`src/rtl/irq_pkg.sv`:
```
package irq_pkg;
  localparam int unsigned NUM_LINES = 8;
  localparam int unsigned LVL_W     = $clog2(NUM_LINES);
  localparam int unsigned VEC_W     = 8;
  localparam logic [2:0]  EOI_OP    = 3'b011;

  typedef logic [LVL_W-1:0] lvl_t;
  typedef logic [VEC_W-1:0] vec_t;
endpackage

```
`src/rtl/irq_req_latch.sv`:
```
module irq_req_latch #(
  parameter int unsigned N_LINES = 8,
  parameter logic [N_LINES-1:0] LEVEL_MASK = '0
) (
  input  logic               clk_i,
  input  logic               rst_ni,
  input  logic [N_LINES-1:0] line_i,
  input  logic [N_LINES-1:0] clr_i,
  output logic [N_LINES-1:0] req_o
);
  logic unused_clr;
  assign unused_clr = ^(clr_i & LEVEL_MASK);

  for (genvar g = 0; g < N_LINES; g++) begin : g_line
    if (LEVEL_MASK[g]) begin : g_level
      // level line: pending exactly while the input is high
      assign req_o[g] = line_i[g];
    end else begin : g_edge
      logic prev_q, req_q;
      always_ff @(posedge clk_i or negedge rst_ni) begin
        if (!rst_ni) begin
          prev_q <= 1'b0;
          req_q  <= 1'b0;
        end else begin
          prev_q <= line_i[g];
          if (line_i[g] && !prev_q) req_q <= 1'b1;
          else if (clr_i[g])        req_q <= 1'b0;
        end
      end
      assign req_o[g] = req_q;

      a_r3_pending_held: assert property (@(posedge clk_i) disable iff (!rst_ni)
        (req_q && !clr_i[g]) |=> req_q)
        else $error("R3 pending request lost on line %0d", g);
    end
  end
endmodule

```
`src/rtl/irq_prio_resolve.sv`:
```
module irq_prio_resolve
  import irq_pkg::*;
#(
  parameter int unsigned N_LINES = 8,
  localparam int unsigned LW = $clog2(N_LINES)
) (
  input  logic [N_LINES-1:0] pend_i,
  input  logic [N_LINES-1:0] isr_i,
  output logic               present_o,
  output logic [LW-1:0]      best_o
);
  logic          any_pend, any_isr;
  logic [LW-1:0] top_isr;

  always_comb begin
    any_pend = 1'b0;
    any_isr  = 1'b0;
    best_o   = '0;
    top_isr  = '0;
    for (int i = N_LINES - 1; i >= 0; i--) begin
      if (pend_i[i]) begin
        any_pend = 1'b1;
        best_o   = LW'(i);
      end
      if (isr_i[i]) begin
        any_isr = 1'b1;
        top_isr = LW'(i);
      end
    end
    present_o = any_pend && (!any_isr || (best_o < top_isr));
  end
endmodule

```
`src/rtl/irq_unit.sv`:
```
module irq_unit
  import irq_pkg::*;
#(
  parameter int unsigned N_LINES  = 8,
  parameter logic [7:0]  VEC_BASE = 8'h08,
  parameter bit          IS_SEC   = 1'b0,
  parameter int unsigned CAS_LINE = 2,
  localparam int unsigned LW = $clog2(N_LINES)
) (
  input  logic               clk_i,
  input  logic               rst_ni,
  input  logic [N_LINES-1:0] line_i,
  input  logic               wr_i,
  input  logic               addr_i,
  input  logic [7:0]         wdata_i,
  output logic [N_LINES-1:0] mask_o,
  input  logic               inta_i,
  output logic               intr_o,
  output logic [LW-1:0]      best_o,
  output logic [7:0]         vec_o,
  output logic               vec_valid_o
);
  // a primary sees its cascade line as a level, a secondary has none
  localparam logic [N_LINES-1:0] LEVEL_MASK =
    IS_SEC ? '0 : ({{(N_LINES-1){1'b0}}, 1'b1} << CAS_LINE);

  logic [N_LINES-1:0] req, pend, mask_q, isr_q, isr_d, clr, upto_best;
  logic               present, ack_hit, eoi_hit;
  logic [LW-1:0]      best, eoi_lvl;
  logic [7:0]         vec_q;
  logic               valid_q;

  irq_req_latch #(.N_LINES(N_LINES), .LEVEL_MASK(LEVEL_MASK)) u_latch (
    .clk_i  (clk_i),
    .rst_ni (rst_ni),
    .line_i (line_i),
    .clr_i  (clr),
    .req_o  (req)
  );

  assign pend = req & ~mask_q;

  irq_prio_resolve #(.N_LINES(N_LINES)) u_resolve (
    .pend_i    (pend),
    .isr_i     (isr_q),
    .present_o (present),
    .best_o    (best)
  );

  assign ack_hit = inta_i && present;
  assign clr     = ack_hit ? (N_LINES'(1) << best) : '0;
  assign eoi_hit = wr_i && !addr_i && (wdata_i[7:5] == EOI_OP);
  assign eoi_lvl = wdata_i[LW-1:0];

  always_comb begin
    isr_d = isr_q;
    if (eoi_hit) isr_d[eoi_lvl] = 1'b0;
    if (ack_hit) isr_d[best]    = 1'b1;
  end

  always_ff @(posedge clk_i or negedge rst_ni) begin
    if (!rst_ni) begin
      mask_q  <= '1;
      isr_q   <= '0;
      vec_q   <= '0;
      valid_q <= 1'b0;
    end else begin
      if (wr_i && addr_i) mask_q <= wdata_i[N_LINES-1:0];
      isr_q   <= isr_d;
      valid_q <= inta_i;
      if (inta_i)
        vec_q <= present ? VEC_BASE + 8'(best) : VEC_BASE + 8'(N_LINES - 1);
    end
  end

  assign mask_o      = mask_q;
  assign intr_o      = present;
  assign best_o      = best;
  assign vec_o       = vec_q;
  assign vec_valid_o = valid_q;

  always_comb
    for (int i = 0; i < N_LINES; i++) upto_best[i] = (i <= int'(best));

  a_r2_mask_next: assert property (@(posedge clk_i) disable iff (!rst_ni)
    (wr_i && addr_i) |=> (mask_q == $past(wdata_i[N_LINES-1:0])))
    else $error("R2 mask not loaded");

  a_r6_ack_in_service: assert property (@(posedge clk_i) disable iff (!rst_ni)
    ack_hit |=> isr_q[$past(best)])
    else $error("R6 acknowledged level not in service");

  a_r5_nest_block: assert property (@(posedge clk_i) disable iff (!rst_ni)
    intr_o |-> ((isr_q & upto_best) == '0))
    else $error("R5 presented under equal or higher in-service level");

  a_r7_eoi_target: assert property (@(posedge clk_i) disable iff (!rst_ni)
    (eoi_hit && !(ack_hit && best == eoi_lvl)) |=> !isr_q[$past(eoi_lvl)])
    else $error("R7 end-of-interrupt did not clear target");

  a_r7_eoi_only: assert property (@(posedge clk_i) disable iff (!rst_ni)
    eoi_hit |=> (($past(isr_q) & ~(N_LINES'(1) << $past(eoi_lvl)) & ~isr_q) == '0))
    else $error("R7 end-of-interrupt cleared another level");
endmodule

```
`src/rtl/irq_cascade_pair.sv`:
```
module irq_cascade_pair
  import irq_pkg::*;
#(
  parameter int unsigned N_LINES  = NUM_LINES,
  parameter logic [7:0]  PRI_BASE = 8'h08,
  parameter logic [7:0]  SEC_BASE = 8'h70,
  parameter int unsigned CAS_LINE = 2,
  localparam int unsigned LW = $clog2(N_LINES)
) (
  input  logic                 clk_i,
  input  logic                 rst_ni,
  input  logic [2*N_LINES-1:0] irq_i,
  input  logic                 sel_sec_i,
  input  logic                 addr_i,
  input  logic                 wr_i,
  input  logic [7:0]           wdata_i,
  output logic [7:0]           rdata_o,
  output logic                 intr_o,
  input  logic                 inta_i,
  output logic [7:0]           vec_o,
  output logic                 vec_valid_o
);
  logic [N_LINES-1:0] pri_lines, pri_mask, sec_mask;
  logic [LW-1:0]      pri_best, sec_best;
  logic [7:0]         pri_vec, sec_vec;
  logic               pri_intr, sec_intr, pri_valid, sec_valid, sec_ack, cas_q;
  logic               unused_sig;

  assign unused_sig = irq_i[CAS_LINE] ^ sec_valid ^ (^sec_best);

  always_comb begin
    pri_lines           = irq_i[N_LINES-1:0];
    pri_lines[CAS_LINE] = sec_intr;
  end

  assign sec_ack = inta_i && pri_intr && (pri_best == LW'(CAS_LINE));

  irq_unit #(.N_LINES(N_LINES), .VEC_BASE(PRI_BASE), .IS_SEC(1'b0), .CAS_LINE(CAS_LINE)) u_pri (
    .clk_i, .rst_ni,
    .line_i      (pri_lines),
    .wr_i        (wr_i && !sel_sec_i),
    .addr_i      (addr_i),
    .wdata_i     (wdata_i),
    .mask_o      (pri_mask),
    .inta_i      (inta_i),
    .intr_o      (pri_intr),
    .best_o      (pri_best),
    .vec_o       (pri_vec),
    .vec_valid_o (pri_valid)
  );

  irq_unit #(.N_LINES(N_LINES), .VEC_BASE(SEC_BASE), .IS_SEC(1'b1), .CAS_LINE(CAS_LINE)) u_sec (
    .clk_i, .rst_ni,
    .line_i      (irq_i[2*N_LINES-1:N_LINES]),
    .wr_i        (wr_i && sel_sec_i),
    .addr_i      (addr_i),
    .wdata_i     (wdata_i),
    .mask_o      (sec_mask),
    .inta_i      (sec_ack),
    .intr_o      (sec_intr),
    .best_o      (sec_best),
    .vec_o       (sec_vec),
    .vec_valid_o (sec_valid)
  );

  always_ff @(posedge clk_i or negedge rst_ni) begin
    if (!rst_ni)     cas_q <= 1'b0;
    else if (inta_i) cas_q <= sec_ack;
  end

  assign rdata_o     = addr_i ? 8'(sel_sec_i ? sec_mask : pri_mask) : 8'h00;
  assign intr_o      = pri_intr;
  assign vec_o       = cas_q ? sec_vec : pri_vec;
  assign vec_valid_o = pri_valid;

  a_r9_cascade_source: assert property (@(posedge clk_i) disable iff (!rst_ni)
    sec_ack |-> sec_intr)
    else $error("R9 cascade acknowledge without secondary request");

  a_r10_spurious_vec: assert property (@(posedge clk_i) disable iff (!rst_ni)
    (inta_i && !pri_intr) |=> (vec_valid_o && vec_o == PRI_BASE + 8'(N_LINES - 1)))
    else $error("R10 spurious vector wrong");
endmodule

```
`config.mk`:
```
export PLATFORM = sky130hd
export DESIGN_NAME = irq_cascade_pair
export DESIGN_NICKNAME = d
export VERILOG_FILES = /design/src/rtl/irq_pkg.sv /design/src/rtl/irq_req_latch.sv /design/src/rtl/irq_prio_resolve.sv /design/src/rtl/irq_unit.sv /design/src/rtl/irq_cascade_pair.sv
export SDC_FILE = /design/constraint.sdc
export NUM_CORES = 1
export LEC_CHECK = 0
export CAP_MARGIN = 20
export CORE_MARGIN = 3
export CORE_UTILIZATION = 57
export CTS_BUF_LIST = sky130_fd_sc_hd__clkbuf_8
export DETAILED_ROUTE_END_ITERATION = 8
export MAX_ROUTING_LAYER = met4
export PLACE_DENSITY = 0.9
export SYNTH_ARGS = -nofsm -noshare
export SYNTH_HDL_FRONTEND = slang
export SYNTH_SLANG_ARGS = --single-unit
```
`constraint.sdc`:
```
create_clock -name clk_i -period 4.6 [get_ports clk_i]
set_clock_uncertainty 0.05 [all_clocks]
set_input_delay 0.46 -clock clk_i [delete_from_list [all_inputs] [get_ports clk_i]]
set_output_delay 0.46 -clock clk_i [all_outputs]
set_load 0.01 [all_outputs]
```
==> reports/qor.csv <==
metric,value,unit
outcome,"complete, no violations",
cts_buffers,9,
cp_data_required_time,4.09,ns
diodes,0,
multi_input_comb_area,1684,µm²
ant_nets,0,
finalHoldWorstSlack,0.1975,ns
max_freq,225.0,MHz
synth-simple-area-share,18.92,%
dieArea,7239,µm²
place_congestion,0.9451,
die_h,85.08,µm
overflow,0,
dr.pass1.iters,5,
netlist_area,3565,µm²
globalRouteTotalUtil,26.62,%
p_per_area,489.0,nW/µm²
pre_cts_ws,0.05658,ns
start_util,59.50,%
clock-sinks,72,
avgSynthCellArea,10.67,µm²
fin_area,4379,µm²
dp_hpwl,6.189,mm
vias,2886,
root_buffer,clkbuf_8,
num_rows,28,
portBuffers,45,
drt_iter0_drc,306,
grt_max_degree,45,
drive_gt1_share,21.61,%
critPathKind,flop to output pin,
antenna_found_initial,0,
pin_count,48,
die_w,85.08,µm
route.detailed.drc,0,
cts_buffer_depth,2,
period_minus_slack,4.445,ns
synth-compound-area-share,16.11,%
setup_viol,0,
wire_per_inst,18.38,µm
ctsHoldBuffers,0,
synth_mux_area_share,9.161,%
fin_ws,0.1552,ns
cts_tree,built,
netlist-cell-type-count,51,
area_growth,22.85,%
synth_seq_cells,72,
yosysMostFrequentCell,dfrtp_1,
dpl_cell_area,4103,µm²
synth_edf_count,0,
routed_via_density,6.101,
ys_warn_count,0,
grt_pass1_vias,3012,
critPathCaptureType,output pin,
fillCellCount,394,
ys_top_cells_by_count,"dfrtp_1 (56), nor2b_1 (28), o21ai_0 (28), nand2_1 (24)",
critPathArrivalTime,3.93,ns
synth_area_leaders,"dfrtp_1 (39%), dfstp_2 (12%), mux2_2 (6.0%)",
clk_pin_slew_worst_paths,0.08,ns
routed_wl,8.692,mm
htreeDepth,3,
clk-insertion-delay-late,0.37,ns
tightest_slew,0.9581,ns
yosysTopAreaCellShare,39.31,%
final_max_slew_viol_count,0,
p_leak,1.765,nW
yosys_most_used_dff,dfrtp_1,
finalSetupTns,0,ns
core_area,5991,µm²
fin_crit_sh,96.63,%
synth_top_family_by_area,simple AND/OR/NAND/NOR gates,
synth_top_area_cell,dfrtp_1,
nNetsFinal,427,
synth_fa_ha_area_share,1.404,%
ys_async_sr_fraction,100.0,%
cp-start-kind,flop,
max-vdd-ir-drop,0.3168,mV
hold_path_class,input port to async pin,
syn_nets,368,
max_cap_viol_count,0,
max_slew_margin,36.13,%
synthXorXnorAreaFrac,0,%
grt_pass1_wl,14.44,mm
crit_path_max_fanout,3,
seq_area_frac_synth,51.11,%
seqCellArea,1822,µm²
syn_inst,334,
hold_violations,0,
cell type report:
class	instances	share of cell area, %
well taps	75	2.143
flip-flops and latches	72	41.60
clock inverters	6	1.029
clock buffers	10	3.143
repair buffers	58	12.43
multi-input cells	238	38.46
inverters	14	1.200
state kept, by name (all words and copies together) (netlist names), 7 cells and up:
register                            cells
u_pri.mask_o                            8
u_pri.u_latch.g_line.g_edge.req_q       7
u_sec.isr_q                             8
u_sec.mask_o                            8
u_pri.isr_q                             8
u_sec.u_latch.g_line.g_edge.req_q       8
u_pri.u_latch.g_line.g_edge.prev_q      7
u_sec.u_latch.g_line.g_edge.prev_q      8
routing by layer:
| layer | global-route usage [%] | wire length, µm |
|---|---|---|
| met1 | 31.02 | 3500 |
| met2 | 42.94 | 4345 |
| met3 | 8.155 | 658 |
| met4 | 10.79 | 187 |
| met5 | - | 0 |
power breakdown:
group / leakage, nW / switching, W / internal, W
logic: 0.890 / 0.000415 / 0.000383
registers: 0.791 / 0.000103 / 0.000777
clock network: 0.0845 / 0.000253 / 0.000211
stage by stage:
stage,std cells,power [W],utilization (%)
2_1_floorplan,334,0.001324,-
4_1_cts,472,0.002104,72.51
3_5_place_dp,452,0.001589,68.48
3_3_place_gp,452,0.001548,68.48
6_report,473,0.002142,73.10
5_1_grt,473,0.002269,73.10
critical path: stages, from the launching register on:
cell and delay, ns:
dfstp_2 0.53, and2b_1 0.21, nor4_4 0.26, nand2b_4 0.18, inv_1 0.08, ha_4 0.25, a211oi_2 0.24, o21a_1 0.18
o2111ai_2 0.13, and2_4 0.19, nand2_2 0.07, nor2_1 0.05, ha_1 0.33, a211oi_2 0.19, o21a_1 0.16, o21ai_1 0.08
nand2b_1 0.10, and2_1 0.13, clkdlybuf4s15_2 0.22
cells by family after synthesis:
logic type                 after synthesis
and+or+nand+nor                        120
AOI/OAI and AO/OA                       83
DFF                                     72
muxes                                   30
buffers and inverters                   24
adders and majority gates                4
other                                    1
what timing repair did:
item                                    in CTS  in global routing
gates resized for setup                      9                  5
endpoints found under the setup margin       1                  1
gates cloned                                 0                  0
pin swaps                                    4                  4
buffers inserted                             4                  1
worst paths after layout:
| path | startpoint | to | slack (ns) | depth (start not counted) |
|---|---|---|---|---|
| max in group asynchronous | rst_ni | u_sec.mask_o[5] | 3.32 | 2 |
| max reg2reg | u_sec.mask_o[6] | u_sec.isr_q[7] | 0.33 | 19 |
| min in group clk_i | u_pri.vec_o[3] | u_pri.vec_o[3] | 0.41 | 1 |
| min reg2reg | u_pri.vec_o[3] | u_pri.vec_o[3] | 0.41 | 1 |
| max | u_sec.mask_o[6] | intr_o | 0.16 | 18 |
| min | rst_ni | u_pri.u_latch.g_line[7].g_edge.req_q | 0.20 | 1 |
placed cells by master, fill, tap and decap left out, types with 10 or more instances in the layout:
cell / count
buf_4: 13
clkbuf_8: 10
clkdlybuf4s50_1: 43
dfrtp_1: 56
dfstp_2: 16
inv_1: 14
mux2_2: 19
nand2_1: 23
nand2b_1: 14
nor2_1: 19
nor2b_1: 28
o21ai_0: 27
Note: power is estimated with default switching activity, not from simulation.
